--- src/rtl/wsbus_pkg.sv ---
package wsbus_pkg;
   typedef enum logic [3:0] {
      ST_IDLE  = 4'd0,
      ST_HOLD  = 4'd1,
      ST_ADDR  = 4'd2,
      ST_DATA  = 4'd3,
      ST_BOFF  = 4'd4,
      ST_A2D   = 4'd5,
      ST_D2D   = 4'd6,
      ST_RECOV = 4'd7,
      ST_ISO   = 4'd8
   } bus_st_e;

   localparam int NUM_WAIT = 3;
   localparam int WI_A2D   = 0;
   localparam int WI_D2D   = 1;
   localparam int WI_REC   = 2;
endpackage

--- src/rtl/wsbus_wait_cnt.sv ---
module wsbus_wait_cnt #(
   parameter int CNT_W = 5
) (
   input  logic             clk,
   input  logic             rst,
   input  logic             load,
   input  logic [CNT_W-1:0] load_val,
   input  logic             dec,
   output logic             at_one
);
   logic [CNT_W-1:0] cnt_q;

   always_ff @(posedge clk) begin
      if (rst)       cnt_q <= '0;
      else if (load) cnt_q <= load_val;
      else if (dec)  cnt_q <= cnt_q - 1'b1;
   end

   assign at_one = (cnt_q == CNT_W'(1));
endmodule

--- src/rtl/wsbus_access.sv ---
module wsbus_access #(
   parameter int CNT_W  = 5,
   parameter int BEAT_W = 4
) (
   input  logic              clk,
   input  logic              rst,
   input  logic              capture,
   input  logic              beat_done,
   input  logic              req_write,
   input  logic [BEAT_W-1:0] req_beats,
   input  logic [CNT_W-1:0]  rd_a2d_cnt,
   input  logic [CNT_W-1:0]  wr_a2d_cnt,
   input  logic [CNT_W-1:0]  rd_d2d_cnt,
   input  logic [CNT_W-1:0]  wr_d2d_cnt,
   input  logic [CNT_W-1:0]  recov_cnt,
   output logic [CNT_W-1:0]  sel_a2d,
   output logic [CNT_W-1:0]  sel_d2d,
   output logic [CNT_W-1:0]  sel_rec,
   output logic              is_last
);
   logic [BEAT_W-1:0] beats_q;

   always_ff @(posedge clk) begin
      if (rst) begin
         sel_a2d <= '0;
         sel_d2d <= '0;
         sel_rec <= '0;
         beats_q <= '0;
      end else if (capture) begin
         sel_a2d <= req_write ? wr_a2d_cnt : rd_a2d_cnt;
         sel_d2d <= req_write ? wr_d2d_cnt : rd_d2d_cnt;
         sel_rec <= recov_cnt;
         beats_q <= (req_beats == '0) ? BEAT_W'(1) : req_beats;
      end else if (beat_done && beats_q > BEAT_W'(1)) begin
         beats_q <= beats_q - 1'b1;
      end
   end

   assign is_last = (beats_q <= BEAT_W'(1));
endmodule

--- src/rtl/wsbus_fsm.sv ---
module wsbus_fsm
   import wsbus_pkg::*;
(
   input  bus_st_e state,
   input  bus_st_e saved,
   input  logic    sync_rst,
   input  logic    test_isolate,
   input  logic    req_pending,
   input  logic    bus_hold_req,
   input  logic    backoff_req,
   input  logic    beat_ack,
   input  logic    burst_stop,
   input  logic    ext_rdy_en,
   input  logic    a2d_nz,
   input  logic    d2d_nz,
   input  logic    rec_nz,
   input  logic    a2d_one,
   input  logic    d2d_one,
   input  logic    rec_one,
   input  logic    is_last,
   output bus_st_e nxt,
   output logic    beat_done
);
   bus_st_e after_acc;

   assign beat_done = (state == ST_DATA) && !backoff_req &&
                      (!ext_rdy_en || beat_ack || burst_stop);

   always_comb begin
      if (bus_hold_req)     after_acc = ST_HOLD;
      else if (req_pending) after_acc = ST_ADDR;
      else                  after_acc = ST_IDLE;
   end

   always_comb begin
      nxt = state;
      if (sync_rst && test_isolate) begin
         nxt = ST_ISO;
      end else if (state == ST_ISO) begin
         nxt = test_isolate ? ST_ISO : ST_IDLE;
      end else if (sync_rst) begin
         nxt = ST_IDLE;
      end else begin
         unique case (state)
            ST_IDLE:  nxt = after_acc;
            ST_HOLD:  if (!bus_hold_req) nxt = ST_IDLE;
            ST_ADDR: begin
               if (backoff_req) nxt = ST_BOFF;
               else if (a2d_nz) nxt = ST_A2D;
               else             nxt = ST_DATA;
            end
            ST_A2D: begin
               if (backoff_req)  nxt = ST_BOFF;
               else if (a2d_one) nxt = ST_DATA;
            end
            ST_DATA: begin
               if (backoff_req) nxt = ST_BOFF;
               else if (beat_done) begin
                  if (is_last) nxt = rec_nz ? ST_RECOV : after_acc;
                  else         nxt = d2d_nz ? ST_D2D : ST_DATA;
               end
            end
            ST_D2D: begin
               if (backoff_req)  nxt = ST_BOFF;
               else if (d2d_one) nxt = ST_DATA;
            end
            ST_RECOV: if (rec_one) nxt = after_acc;
            ST_BOFF:  if (!backoff_req) nxt = saved;
            default:  nxt = ST_IDLE;
         endcase
      end
   end
endmodule

--- src/rtl/wsbus_seq.sv ---
module wsbus_seq
   import wsbus_pkg::*;
#(
   parameter int CNT_W  = 5,
   parameter int BEAT_W = 4
) (
   input  logic              clk,
   input  logic              sync_rst,
   input  logic              test_isolate,
   input  logic              req_pending,
   input  logic              req_write,
   input  logic [BEAT_W-1:0] req_beats,
   input  logic [CNT_W-1:0]  rd_a2d_cnt,
   input  logic [CNT_W-1:0]  wr_a2d_cnt,
   input  logic [CNT_W-1:0]  rd_d2d_cnt,
   input  logic [CNT_W-1:0]  wr_d2d_cnt,
   input  logic [CNT_W-1:0]  recov_cnt,
   input  logic              ext_rdy_en,
   input  logic              bus_hold_req,
   input  logic              backoff_req,
   input  logic              beat_ack,
   input  logic              burst_stop,
   output logic [3:0]        state_o,
   output logic              addr_strobe,
   output logic              data_strobe,
   output logic              last_beat
);
   if (CNT_W < 2) begin : g_bad_cnt_w
      $error("CNT_W must be at least 2");
   end
   if (BEAT_W < 1) begin : g_bad_beat_w
      $error("BEAT_W must be at least 1");
   end

   bus_st_e state_q, saved_q, nxt;
   logic beat_done, is_last, capture;
   logic [CNT_W-1:0] sel_a2d, sel_d2d, sel_rec;
   logic [CNT_W-1:0] w_val  [NUM_WAIT];
   logic             w_load [NUM_WAIT];
   logic             w_dec  [NUM_WAIT];
   logic             w_one  [NUM_WAIT];
   bus_st_e          w_state[NUM_WAIT];

   assign capture = (nxt == ST_ADDR) &&
                    (state_q == ST_IDLE || state_q == ST_DATA || state_q == ST_RECOV);

   wsbus_access #(.CNT_W(CNT_W), .BEAT_W(BEAT_W)) u_access (
      .clk        (clk),
      .rst        (sync_rst),
      .capture    (capture),
      .beat_done  (beat_done),
      .req_write  (req_write),
      .req_beats  (req_beats),
      .rd_a2d_cnt (rd_a2d_cnt),
      .wr_a2d_cnt (wr_a2d_cnt),
      .rd_d2d_cnt (rd_d2d_cnt),
      .wr_d2d_cnt (wr_d2d_cnt),
      .recov_cnt  (recov_cnt),
      .sel_a2d    (sel_a2d),
      .sel_d2d    (sel_d2d),
      .sel_rec    (sel_rec),
      .is_last    (is_last)
   );

   assign w_val[WI_A2D]   = sel_a2d;
   assign w_val[WI_D2D]   = sel_d2d;
   assign w_val[WI_REC]   = sel_rec;
   assign w_state[WI_A2D] = ST_A2D;
   assign w_state[WI_D2D] = ST_D2D;
   assign w_state[WI_REC] = ST_RECOV;

   for (genvar gi = 0; gi < NUM_WAIT; gi++) begin : g_wait
      assign w_load[gi] = (nxt == w_state[gi]) && (state_q != w_state[gi]) &&
                          (state_q != ST_BOFF);
      assign w_dec[gi]  = (state_q == w_state[gi]) && (nxt == w_state[gi]);
      wsbus_wait_cnt #(.CNT_W(CNT_W)) u_cnt (
         .clk      (clk),
         .rst      (sync_rst),
         .load     (w_load[gi]),
         .load_val (w_val[gi]),
         .dec      (w_dec[gi]),
         .at_one   (w_one[gi])
      );
   end

   wsbus_fsm u_fsm (
      .state        (state_q),
      .saved        (saved_q),
      .sync_rst     (sync_rst),
      .test_isolate (test_isolate),
      .req_pending  (req_pending),
      .bus_hold_req (bus_hold_req),
      .backoff_req  (backoff_req),
      .beat_ack     (beat_ack),
      .burst_stop   (burst_stop),
      .ext_rdy_en   (ext_rdy_en),
      .a2d_nz       (sel_a2d != '0),
      .d2d_nz       (sel_d2d != '0),
      .rec_nz       (sel_rec != '0),
      .a2d_one      (w_one[WI_A2D]),
      .d2d_one      (w_one[WI_D2D]),
      .rec_one      (w_one[WI_REC]),
      .is_last      (is_last),
      .nxt          (nxt),
      .beat_done    (beat_done)
   );

   always_ff @(posedge clk) begin
      state_q <= nxt;
      if (sync_rst)
         saved_q <= ST_IDLE;
      else if (nxt == ST_BOFF && state_q != ST_BOFF)
         saved_q <= state_q;
   end

   assign state_o     = state_q;
   assign addr_strobe = (state_q == ST_ADDR);
   assign data_strobe = (state_q == ST_DATA);
   assign last_beat   = (state_q == ST_DATA) && is_last;
endmodule

--- config.mk ---
export PLATFORM = sky130hd
export DESIGN_NAME = wsbus_seq
export DESIGN_NICKNAME = d
export VERILOG_FILES = /design/src/rtl/wsbus_pkg.sv /design/src/rtl/wsbus_wait_cnt.sv /design/src/rtl/wsbus_access.sv /design/src/rtl/wsbus_fsm.sv /design/src/rtl/wsbus_seq.sv
export SDC_FILE = /design/constraint.sdc
export NUM_CORES = 1
export LEC_CHECK = 0
export ABC_AREA = 0
export CAP_MARGIN = 20
export CORE_AREA = 4 4 88 65
export CTS_CLUSTER_DIAMETER = 80
export DETAILED_ROUTE_END_ITERATION = 10
export DIE_AREA = 0 0 92 69
export DONT_BUFFER_PORTS = 1
export GPL_ROUTABILITY_DRIVEN = 1
export PLACE_DENSITY = 0.69
export SYNTH_ARGS = -nofsm -noshare
export SYNTH_HDL_FRONTEND = slang
export SYNTH_HIERARCHICAL = 1
export SYNTH_SLANG_ARGS = --single-unit
export TNS_END_PERCENT = 5
--- constraint.sdc ---
create_clock -name clk -period 4.6 [get_ports clk]
set_clock_uncertainty 0.05 [all_clocks]
set_input_delay 1.38 -clock clk [delete_from_list [all_inputs] [get_ports clk]]
set_output_delay 1.38 -clock clk [all_outputs]
set_load 0.03 [all_outputs]
==> flow_summary.toml, run 1 <==
[outcome]
outcome = "finished clean"

[yosys]
post_synth_inst_count = 316
syn_nets = 363
syn_avg_cell_area_sq_um = 8.31
synth_seq_area_share_pct = 32.0
netlist_cell_types = 54
asyncSetResetFlopFracSynth_pct = 0
syn-cell-area_sq_um = 2630
synthFlopType = "sky130_fd_sc_hd__dfxtp_1"
synth_enable_flop_cells = 0
ys_ff_latch = 42
synthesis.yosys.warnings = 6

[drt]
final_antenna_net_count = 0
drtIter0Drc = 151
drc = 0
route.detailed.wl_per_inst_um = 14.3
routed-via-count = 2225
detail_route.first_pass.iterations = 4
wirelength_mm = 5.53
vias_per_cell = 5.76

[final_layout]
synthToLayoutAreaGrowth_pct = 5.38
nNetsFinal = 364
mostFrequentLayoutCell = "sky130_fd_sc_hd__dfxtp_1"
most_frequent_cells_in_the_layout = "sky130_fd_sc_hd__dfxtp_1 (42), sky130_fd_sc_hd__nor2_1 (35), sky130_fd_sc_hd__a21oi_1 (24)"
postLayoutCellArea_sq_um = 2770
layout-drive-gt1-share_pct = 11.7
insertedDiodeCount = 0

[sta]
setup_repair_after_global_routing_missed_its_margin = "false"
worstMarginPinSlew_ns = 0.927
timing_hold_violations_final = 0
fmax_mhz = 254
setup_viol = 0
report.final.slew_viol_count = 0
setup_total_negative_slack_ns = 0
final.hold.worst_slack_ns = 0.427
maxSlewHeadroom_pct = 38.1
setup_ws_ns = 0.660
post-route-period-util_pct = 85.7
period_needed_ns = 3.94

[die]
design.core.area_sq_um = 4780
start_util_pct = 54.9
fp.dieArea_sq_um = 6350
die_h_um = 69
io-pin-count = 46
fp_rows = 21
chipWidth_um = 92

[global_routing]
grt-ovfl-total = 0
gr-usage-all-layers_pct = 17.7
grt_antenna_before_repair = 0
pin_count_of_the_biggest_net_entering_global_routing = 43
grt_pass1_wl_mm = 9.32
first_global_vias = 2015

[worst_setup_path]
critical_path_type = "in2reg"
path_buf_inv = 0
worst_ep_arrival_time_ns = 4.07
worst_path_most_repeated_cell = "sky130_fd_sc_hd__o31a_1"
worst_path_max_delay_cell = "sky130_fd_sc_hd__nor3_1"
cells_traversed_along_the_worst_timing_path = "nor3b_2, a2111oi_0, a211o_1, a31oi_1, nor2b_1, nand3_1, nor3_1, nand2_2, o31a_1, o31a_1"
crit_path_end_kind = "flip-flop"
timing.reg2reg.setup_slack_ns = 0.77
critical_path_required_ns = 4.73
crit_path_max_incr_delay_ns = 0.57
timing.critical_path.max_delay_family = "simple AND/OR/NAND/NOR gates"
max_fo_critical_path = 6
worstSetupStartpointType = "input pin"

[clocking]
tritoncts_num_sinks = 42
cts_made_buffers = 5
max-clock-path-buffers = 2
postCtsResizedCells = 0
number_of_buffers_added_for_setup_after_cts = 0
insertion_delay_ns = 0.29
clock_tree.root_cell = "sky130_fd_sc_hd__clkbuf_8"
ctsHtreeMaxLevel = 2
clock_pin_slew_worst_setup_and_hold_paths_ns = 0.07
cts_hold_buffers = 0
tritoncts = "built"

[power_and_ir_drop]
power_density_nw_per_um2 = 234
max-vdd-ir-drop_v = 0.000203
power.static_leakage_uw = 0.000983
post-layout-total-power_uw = 647

[placed_design]
detailed_place.area_sq_um = 2690
placement.io_buffers = 0
detailedPlacementHpwl_mm = 4.05
gpl.final_weighted_congestion = 0.833
pre_cts_setup_slack_ns = 0.436

[job]
cap_violations = 0

[worst_hold_path]
timing.hold.worst.class = "reg2reg"
[final timing paths]
| kind | from | endpoint | cells after the start |
|---|---|---|---|
| max | beat_ack | g_wait[2].u_cnt/cnt_q[4] | 10 |
| min reg2reg | saved_q[1] | saved_q[1] | 2 |
| min | saved_q[1] | saved_q[1] | 2 |
| max reg2reg | u_access/beats_q[0] | g_wait[2].u_cnt/cnt_q[4] | 14 |
[flip-flops by register name, summed over array words and instances (netlist names)]
register            flops
u_access/beats_q        4
state_o                 4
u_access/sel_d2d        5
u_access/sel_rec        5
g_wait.u_cnt/cnt_q     15
saved_q                 4
u_access/sel_a2d        5
[layout make-up]
| class | count | area [sq um] |
|---|---|---|
| multi-input cells | 236 | 1610 |
| well taps | 69 | 86.3 |
| fillers | 462 | 2010 |
| repair buffers | 9 | 67.6 |
| clock buffers | 5 | 68.8 |
| clock inverters | 2 | 10.0 |
| flip-flops and latches | 42 | 841 |
| inverters | 23 | 86.3 |
[synthesized netlist by cell type (2+ instances only)]
library cell	instances	area share [%]
sky130_fd_sc_hd__nand2_2	3	0.71
sky130_fd_sc_hd__nor4b_2	4	2.3
sky130_fd_sc_hd__a211o_2	3	1.1
sky130_fd_sc_hd__o21ai_0	3	0.57
sky130_fd_sc_hd__or2_2	2	0.48
sky130_fd_sc_hd__nor3_1	17	3.2
sky130_fd_sc_hd__nor2_1	35	5.0
sky130_fd_sc_hd__clkbuf_1	4	0.57
sky130_fd_sc_hd__dfxtp_1	42	32
sky130_fd_sc_hd__buf_2	7	1.3
sky130_fd_sc_hd__ha_1	8	3.8
sky130_fd_sc_hd__a21oi_1	25	4.8
sky130_fd_sc_hd__a211oi_1	11	3.1
sky130_fd_sc_hd__or3_1	4	0.95
sky130_fd_sc_hd__mux2i_1	18	6.9
sky130_fd_sc_hd__xor2_1	6	2.0
sky130_fd_sc_hd__nand3b_1	2	0.57
sky130_fd_sc_hd__buf_6	4	1.7
sky130_fd_sc_hd__inv_1	23	3.3
sky130_fd_sc_hd__o21a_1	6	1.7
sky130_fd_sc_hd__o311ai_0	2	0.67
sky130_fd_sc_hd__o22ai_1	4	0.95
sky130_fd_sc_hd__a31oi_1	4	0.95
sky130_fd_sc_hd__nor2b_1	8	1.9
sky130_fd_sc_hd__o31a_1	6	2.0
sky130_fd_sc_hd__nor4b_1	3	1.0
sky130_fd_sc_hd__nor3b_1	4	1.1
sky130_fd_sc_hd__nand2_1	17	2.4
sky130_fd_sc_hd__o21ai_1	4	0.76
sky130_fd_sc_hd__nor4_1	5	1.2
sky130_fd_sc_hd__xnor2_1	3	1.0
sky130_fd_sc_hd__nand2b_1	7	1.7
[layer usage]
metal	vias to the layer above	track usage (%)	wire length (um)	share of wire, %
li1	1138	-	-	-
met1	1012	25.4	2800	51
met2	68	26.5	2340	42
met3	7	3.48	341	6.2
met4	0	5.77	53	0.96
met5	-	0	0	0
[power by group]
group,switching [uW],internal (uW)
Combinational,24.4,21.8
Clock,121,102
Sequential,11.3,367
[through the flow]
stage | std cells | utilization, %
after CTS | 386 | 57.9
after detailed placement | 379 | 56.2
after floorplan | 316 | -
after global placement | 379 | 56.2
after global routing | 386 | 57.9
final | 386 | 57.9
[logic make-up (layout without fill, tap and decap cells)]
family	count (synthesis)	count (layout)	synth area share, %
and+or+nand+nor	124	124	27.3
AOI/OAI and AO/OA	77	77	20.1
DFF	42	42	32.0
buffers and inverters	38	39	6.91
muxes	18	18	6.86
xor gates and xnor gates	9	9	3.00
adders and majority gates	8	8	3.81
[worst register-to-register path: stages, from the launching register on]
cell and delay, ns:
sky130_fd_sc_hd__dfxtp_1 0.43, sky130_fd_sc_hd__inv_1 0.07, sky130_fd_sc_hd__ha_1 0.22, sky130_fd_sc_hd__nor2_1 0.28
sky130_fd_sc_hd__nor3_1 0.16, sky130_fd_sc_hd__nor2b_1 0.17, sky130_fd_sc_hd__a2111oi_0 0.08, sky130_fd_sc_hd__a211o_1 0.29
sky130_fd_sc_hd__a31oi_1 0.39, sky130_fd_sc_hd__nor2b_1 0.23, sky130_fd_sc_hd__nand3_1 0.11, sky130_fd_sc_hd__nor3_1 0.57
sky130_fd_sc_hd__nand2_2 0.16, sky130_fd_sc_hd__o31a_1 0.27, sky130_fd_sc_hd__o31a_1 0.23
Note: power is estimated with default switching activity, not from simulation.
==> inputs of run 2 (changes only) <==
--- a/config.mk
+++ b/config.mk
@@ -7,15 +7,17 @@
 export LEC_CHECK = 0
 export ABC_AREA = 0
 export CAP_MARGIN = 20
-export CORE_AREA = 4 4 88 65
+export CELL_PAD_IN_SITES_DETAIL_PLACEMENT = 1
+export CELL_PAD_IN_SITES_GLOBAL_PLACEMENT = 2
+export CORE_AREA = 4 4 106 78
 export CTS_CLUSTER_DIAMETER = 80
 export DETAILED_ROUTE_END_ITERATION = 10
-export DIE_AREA = 0 0 92 69
+export DIE_AREA = 0 0 110 82
 export DONT_BUFFER_PORTS = 1
 export GPL_ROUTABILITY_DRIVEN = 1
-export PLACE_DENSITY = 0.69
+export PLACE_DENSITY_LB_ADDON = 0.1
+export SLEW_MARGIN = 20
 export SYNTH_ARGS = -nofsm -noshare
 export SYNTH_HDL_FRONTEND = slang
 export SYNTH_HIERARCHICAL = 1
 export SYNTH_SLANG_ARGS = --single-unit
-export TNS_END_PERCENT = 5
==> run 2 against run 1 <==
Compared with the run above: global-route usage shrank 2.0 points; critical path depth grew 5; design area grew 3.1%; sequential share of layout area shrank 0.91 points; via count grew 3.1%; total power grew 4.7%; worst setup slack gained 0.29 ns; first-iteration DRC count shrank 59%; sequential power is essentially flat; largest power group unchanged; highest routed layer unchanged.
==> flow_summary.toml, run 2 (synthesis gave the netlist of run 1 again) <==
[clocking]
cts_hold_buffers = 0
clock_pin_slew_worst_setup_and_hold_paths_ns = 0.09
tritoncts_num_sinks = 42
tritoncts = "built"
postCtsResizedCells = 0
insertion_delay_ns = 0.30
max-clock-path-buffers = 2
ctsHtreeMaxLevel = 2
clock_tree.root_cell = "sky130_fd_sc_hd__clkbuf_8"
cts_made_buffers = 5
number_of_buffers_added_for_setup_after_cts = 0

[placed_design]
placement.io_buffers = 0
gpl.final_weighted_congestion = 0.769
detailed_place.area_sq_um = 2760
detailedPlacementHpwl_mm = 5.00

[drt]
vias_per_cell = 5.46
drtIter0Drc = 62
detail_route.first_pass.iterations = 4
drc = 0
route.detailed.wl_per_inst_um = 16.2
wirelength_mm = 6.79
final_antenna_net_count = 0
routed-via-count = 2294

[sta]
setup_repair_after_global_routing_missed_its_margin = "false"
timing_hold_violations_final = 0
fmax_mhz = 274
post-route-period-util_pct = 79.3
period_needed_ns = 3.65
maxSlewHeadroom_pct = 40.3
report.final.slew_viol_count = 0
worstMarginPinSlew_ns = 0.888
setup_total_negative_slack_ns = 0
setup_viol = 0

[final_layout]
largest_reg_flops = 15
mostFrequentLayoutCell = "sky130_fd_sc_hd__dfxtp_1"
postLayoutCellArea_sq_um = 2850
top_register = "g_wait.u_cnt/cnt_q"
layout-drive-gt1-share_pct = 13.0
nNetsFinal = 368
fillerInstances = 872
most_frequent_cells_in_the_layout = "sky130_fd_sc_hd__dfxtp_1 (42), sky130_fd_sc_hd__nor2_1 (35), sky130_fd_sc_hd__a21oi_1 (24)"
synthToLayoutAreaGrowth_pct = 8.62
insertedDiodeCount = 0

[worst_setup_path]
max_fo_critical_path = 28
crit_path_end_kind = "flip-flop"
worstSetupStartpointType = "flip-flop"
worst_ep_arrival_time_ns = 3.76
critical_path_type = "reg2reg"
critical_path_required_ns = 4.71

[die]
die_h_um = 82
design.core.area_sq_um = 7190
fp_rows = 26
fp.dieArea_sq_um = 9020
chipWidth_um = 110
io-pin-count = 46
start_util_pct = 36.5

[power_and_ir_drop]
power_density_nw_per_um2 = 238
max-vdd-ir-drop_v = 0.000115
power.static_leakage_uw = 0.00101

[global_routing]
pin_count_of_the_biggest_net_entering_global_routing = 43
gr-usage-all-layers_pct = 15.7
grt_antenna_before_repair = 0
use_met2_pct = 24.9
first_global_vias = 2308
grt_pass1_wl_mm = 11.2
grt.met1_usage_pct = 21.9
top_usage_layer = "met2"
grt-ovfl-total = 0
met3_usage_pct = 3.85

[outcome]
outcome = "finished clean"

[worst_hold_path]
timing.hold.worst.class = "reg2reg"

[job]
cap_violations = 0
-- run 2: final timing paths --
kind | start | end | slack, ns | depth (start not counted)
hold / removal | saved_q[3] | saved_q[3] | 0.44 | 2
setup reg to reg | u_access/beats_q[0] | u_access/beats_q[1] | 0.95 | 15
hold reg to reg | saved_q[3] | saved_q[3] | 0.44 | 2
setup / recovery | u_access/beats_q[0] | u_access/beats_q[1] | 0.95 | 15
-- run 2: critical path, stage by stage (launching register included) --
cell                       delay [ns]
sky130_fd_sc_hd__dfxtp_1         0.37
sky130_fd_sc_hd__inv_1           0.07
sky130_fd_sc_hd__ha_1            0.19
sky130_fd_sc_hd__nor2_1          0.11
sky130_fd_sc_hd__nor3_1          0.43
sky130_fd_sc_hd__nor3b_1         0.27
sky130_fd_sc_hd__nor3_1          0.09
sky130_fd_sc_hd__o31ai_2         0.20
sky130_fd_sc_hd__a21oi_1         0.20
sky130_fd_sc_hd__nand2b_1        0.22
sky130_fd_sc_hd__or4_1           0.46
sky130_fd_sc_hd__a21oi_4         0.17
sky130_fd_sc_hd__buf_4           0.30
sky130_fd_sc_hd__nor3_1          0.10
sky130_fd_sc_hd__o311ai_0        0.10
sky130_fd_sc_hd__o221ai_1        0.18
-- run 2: stage by stage --
stage | setup slack (ns) | hold slack, ns | total power, uW | cells | util [%]
5_1_grt | 0.592 | 0.465 | 712 | 420 | 39.7
3_5_place_dp | 0.688 | 0.422 | 436 | 412 | 38.4
2_1_floorplan | 0.833 | 0.394 | 430 | 316 | -
4_1_cts | 0.950 | 0.435 | 692 | 420 | 39.7
3_3_place_gp | 0.743 | 0.413 | 436 | 412 | 38.4
6_report | 0.952 | 0.436 | 678 | 420 | 39.7
-- run 2: power by group --
group | switching [uW] | total (uW) | leakage, uW | internal, uW
Combinational | 26.6 | 49.0 | 0.000623 | 22.3
Clock | 143 | 250 | 0.0000441 | 107
Sequential | 11.5 | 379 | 0.000339 | 367
-- run 2: area by class of cell --
cell class / instances / area [sq um] / area share, %
clock inverters: 3 / 21.3 / 0.746
well taps: 98 / 123 / 4.30
multi-input cells: 236 / 1620 / 56.6
inverters: 23 / 86.3 / 3.03
flip-flops and latches: 42 / 841 / 29.5
clock buffers: 5 / 68.8 / 2.41
repair buffers: 13 / 97.6 / 3.42
-- run 2: routing by layer --
| layer | share of wire (%) | wire [um] | vias up |
|---|---|---|---|
| li1 | - | - | 1146 |
| met1 | 52 | 3540 | 1105 |
| met2 | 43 | 2920 | 40 |
| met3 | 4.5 | 304 | 3 |
| met4 | 0.37 | 25 | 0 |
| met5 | 0 | 0 | - |
==> inputs of run 3 (changes only) <==
--- a/config.mk
+++ b/config.mk
@@ -9,10 +9,10 @@
 export CAP_MARGIN = 20
 export CELL_PAD_IN_SITES_DETAIL_PLACEMENT = 1
 export CELL_PAD_IN_SITES_GLOBAL_PLACEMENT = 2
-export CORE_AREA = 4 4 106 78
+export CORE_AREA = 4 4 111 81
 export CTS_CLUSTER_DIAMETER = 80
 export DETAILED_ROUTE_END_ITERATION = 10
-export DIE_AREA = 0 0 110 82
+export DIE_AREA = 0 0 115 85
 export DONT_BUFFER_PORTS = 1
 export GPL_ROUTABILITY_DRIVEN = 1
 export PLACE_DENSITY_LB_ADDON = 0.1
==> constraint.sdc (replaced) <==
create_clock -name clk -period 3.2 [get_ports clk]
set_clock_uncertainty 0.05 [all_clocks]
set_input_delay 0.96 -clock clk [delete_from_list [all_inputs] [get_ports clk]]
set_output_delay 0.96 -clock clk [all_outputs]
set_load 0.03 [all_outputs]
==> run 3 against run 2 <==
Compared with the run above: maximum frequency is 20% higher; combinational power grew 99%; register-to-register slack got worse by 0.79 ns; sequential power increased by 42%; sequential cell count unchanged; global-route usage grew 0.32 points; die area grew 8.4%; worst hold slack worse by 0.0073 ns; clock power up 130%; count of clock-buffer cells in the layout rose by 1; sequential share of layout area decreased by 3.8 points.
==> flow_summary.toml, run 3 (synthesis gave the netlist of run 1 again) <==
[worst_hold_path]
hp-start = "saved_q[1]"
hold_path_end = "saved_q[1]"
whs_path_depth = 2
timing.hold.worst.class = "reg2reg"

[final_layout]
top_register = "g_wait.u_cnt/cnt_q"
postLayoutCellArea_sq_um = 3280
nNetsFinal = 397
layout-drive-gt1-share_pct = 26.5
insertedDiodeCount = 0
fillerInstances = 935
multiInputGateArea_sq_um = 1740
mostFrequentLayoutCell = "sky130_fd_sc_hd__buf_4"
most_frequent_cells_in_the_layout = "sky130_fd_sc_hd__buf_4 (41), sky130_fd_sc_hd__dfxtp_1 (40), sky130_fd_sc_hd__nor2_1 (34)"
synthToLayoutAreaGrowth_pct = 25.1
largest_reg_flops = 15
register_area_sq_um = 843

[die]
design.core.area_sq_um = 7840
die_h_um = 85
fp_rows = 27
chipWidth_um = 115
io-pin-count = 46
start_util_pct = 33.5
fp.dieArea_sq_um = 9780

[sta]
timing_hold_violations_final = 0
report.final.slew_viol_count = 0
maxSlewHeadroom_pct = 52.9
worstMarginPinSlew_ns = 0.701
post-route-period-util_pct = 94.9
setup_ws_ns = 0.163
period_needed_ns = 3.04
setup_viol = 0
fmax_mhz = 329
setup_repair_after_global_routing_missed_its_margin = "true"

[drt]
vias_per_cell = 5.31
detail_route.first_pass.iterations = 4
route.detailed.wl_per_inst_um = 16.6
drtIter0Drc = 60
wirelength_mm = 7.49
final_antenna_net_count = 0
routed-via-count = 2400
drc = 0

[global_routing]
grt_pass1_wl_mm = 12.7
pin_count_of_the_biggest_net_entering_global_routing = 43
gr-usage-all-layers_pct = 16.0
grt_antenna_before_repair = 0
first_global_vias = 2558
grt-ovfl-total = 0

[job]
cap_violations = 0

[worst_setup_path]
r2r-end = "g_wait[1].u_cnt/cnt_q[4]"
worst_ep_arrival_time_ns = 3.16
max_fo_critical_path = 5
worst_path_max_delay_cell = "sky130_fd_sc_hd__dfxtp_1"
crit_path_max_incr_delay_ns = 0.32
critical_path_required_ns = 3.33
path_buf_inv = 3
worstSetupStartpointType = "flip-flop"
worst-r2r-cell-count = 15
worstSetupStartpoint = "u_access/beats_q[1]"
cells_traversed_along_the_worst_timing_path = "inv_2, ha_2, nor2_4, nor3_4, nor3b_2, nor3_1, o31ai_2, a21oi_2, nand2b_1, buf_4, nor4_2, buf_4, nand2_2, o31a_1, o31a_1"
critical_path_type = "reg2reg"
crit-reg2reg-launch = "u_access/beats_q[1]"
timing.reg2reg.setup_slack_ns = 0.16
timing.critical_path.max_delay_family = "simple AND/OR/NAND/NOR gates"
crit_path_end_kind = "flip-flop"

[clocking]
clock_pin_slew_worst_setup_and_hold_paths_ns = 0.06
insertion_delay_ns = 0.28
max-clock-path-buffers = 2
tritoncts_num_sinks = 42
tritoncts = "built"
cts_made_buffers = 5
ctsHtreeMaxLevel = 2
clock_tree.root_cell = "sky130_fd_sc_hd__clkbuf_16"

[power_and_ir_drop]
max-vdd-ir-drop_v = 0.000210
power_density_nw_per_um2 = 370
power.static_leakage_uw = 0.00123

[placed_design]
gpl.final_weighted_congestion = 0.810
pre_cts_setup_slack_ns = -0.157
detailedPlacementHpwl_mm = 5.61
placement.io_buffers = 0
detailed_place.area_sq_um = 2980

[outcome]
outcome = "finished clean"
[run 3: final cells by class]
type | instances | area share (%)
clock buffers | 6 | 3.92
repair buffers | 42 | 9.83
flip-flops and latches | 42 | 25.7
inverters | 23 | 2.63
well taps | 101 | 3.85
multi-input cells | 236 | 53.0
clock inverters | 2 | 1.14
[run 3: worst max-delay path by stage]
| stage | to | slack [ns] | cells after the start |
|---|---|---|---|
| floorplan | u_access/beats_q[3] | -0.03 | 10 |
| detailed placement | u_access/beats_q[0] | -0.16 | 12 |
| CTS | g_wait[1].u_cnt/cnt_q[4] | 0.03 | 15 |
| global route | u_access/beats_q[3] | -0.04 | 14 |
| finish | g_wait[1].u_cnt/cnt_q[4] | 0.16 | 15 |
| global placement | u_access/beats_q[0] | -0.09 | 12 |
[run 3: metal layers]
metal  wire, um  share of wire [%]  vias up  track usage, %
li1           -                  -     1200               -
met1       3900                 52     1167            23.0
met2       3290                 44       25            24.7
met4         77                1.0        0            3.84
met3        212                2.8        8            2.85
met5          0                  0        -               0
[run 3: power by group]
part / switching, uW / internal, uW
Sequential: 7.77 / 529
Clock: 213 / 369
Combinational: 53.6 / 44.0
[run 3: worst register-to-register path, cell delays in order (launching register included)]
cell and delay (ns):
sky130_fd_sc_hd__dfxtp_1 0.32, sky130_fd_sc_hd__inv_2 0.09, sky130_fd_sc_hd__ha_2 0.20, sky130_fd_sc_hd__nor2_4 0.05
sky130_fd_sc_hd__nor3_4 0.26, sky130_fd_sc_hd__nor3b_2 0.21, sky130_fd_sc_hd__nor3_1 0.07, sky130_fd_sc_hd__o31ai_2 0.23
sky130_fd_sc_hd__a21oi_2 0.11, sky130_fd_sc_hd__nand2b_1 0.17, sky130_fd_sc_hd__buf_4 0.15, sky130_fd_sc_hd__nor4_2 0.31
sky130_fd_sc_hd__buf_4 0.20, sky130_fd_sc_hd__nand2_2 0.06, sky130_fd_sc_hd__o31a_1 0.23, sky130_fd_sc_hd__o31a_1 0.23
[run 3: stage by stage]
stage	TNS, ns	power [uW]	utilization, %	std cells	hold WS [ns]
global route	-0.0883	1260	41.9	452	0.452
CTS	0	1220	40.3	450	0.431
floorplan	-0.160	618	-	316	0.394
finish	0	1220	41.9	452	0.429
global placement	-1.08	637	38.0	442	0.415
detailed placement	-2.08	637	38.0	442	0.422
[run 3: timing repair]
action                                  4_1_cts  5_1_grt
endpoints found under the setup margin       24       33
setup buffers                                 0        2
gates cloned                                  0        0
pin swaps                                     0        3
gates resized for setup                       3       25
hold buffers                                  0        0
endpoints found under the hold margin         0        0
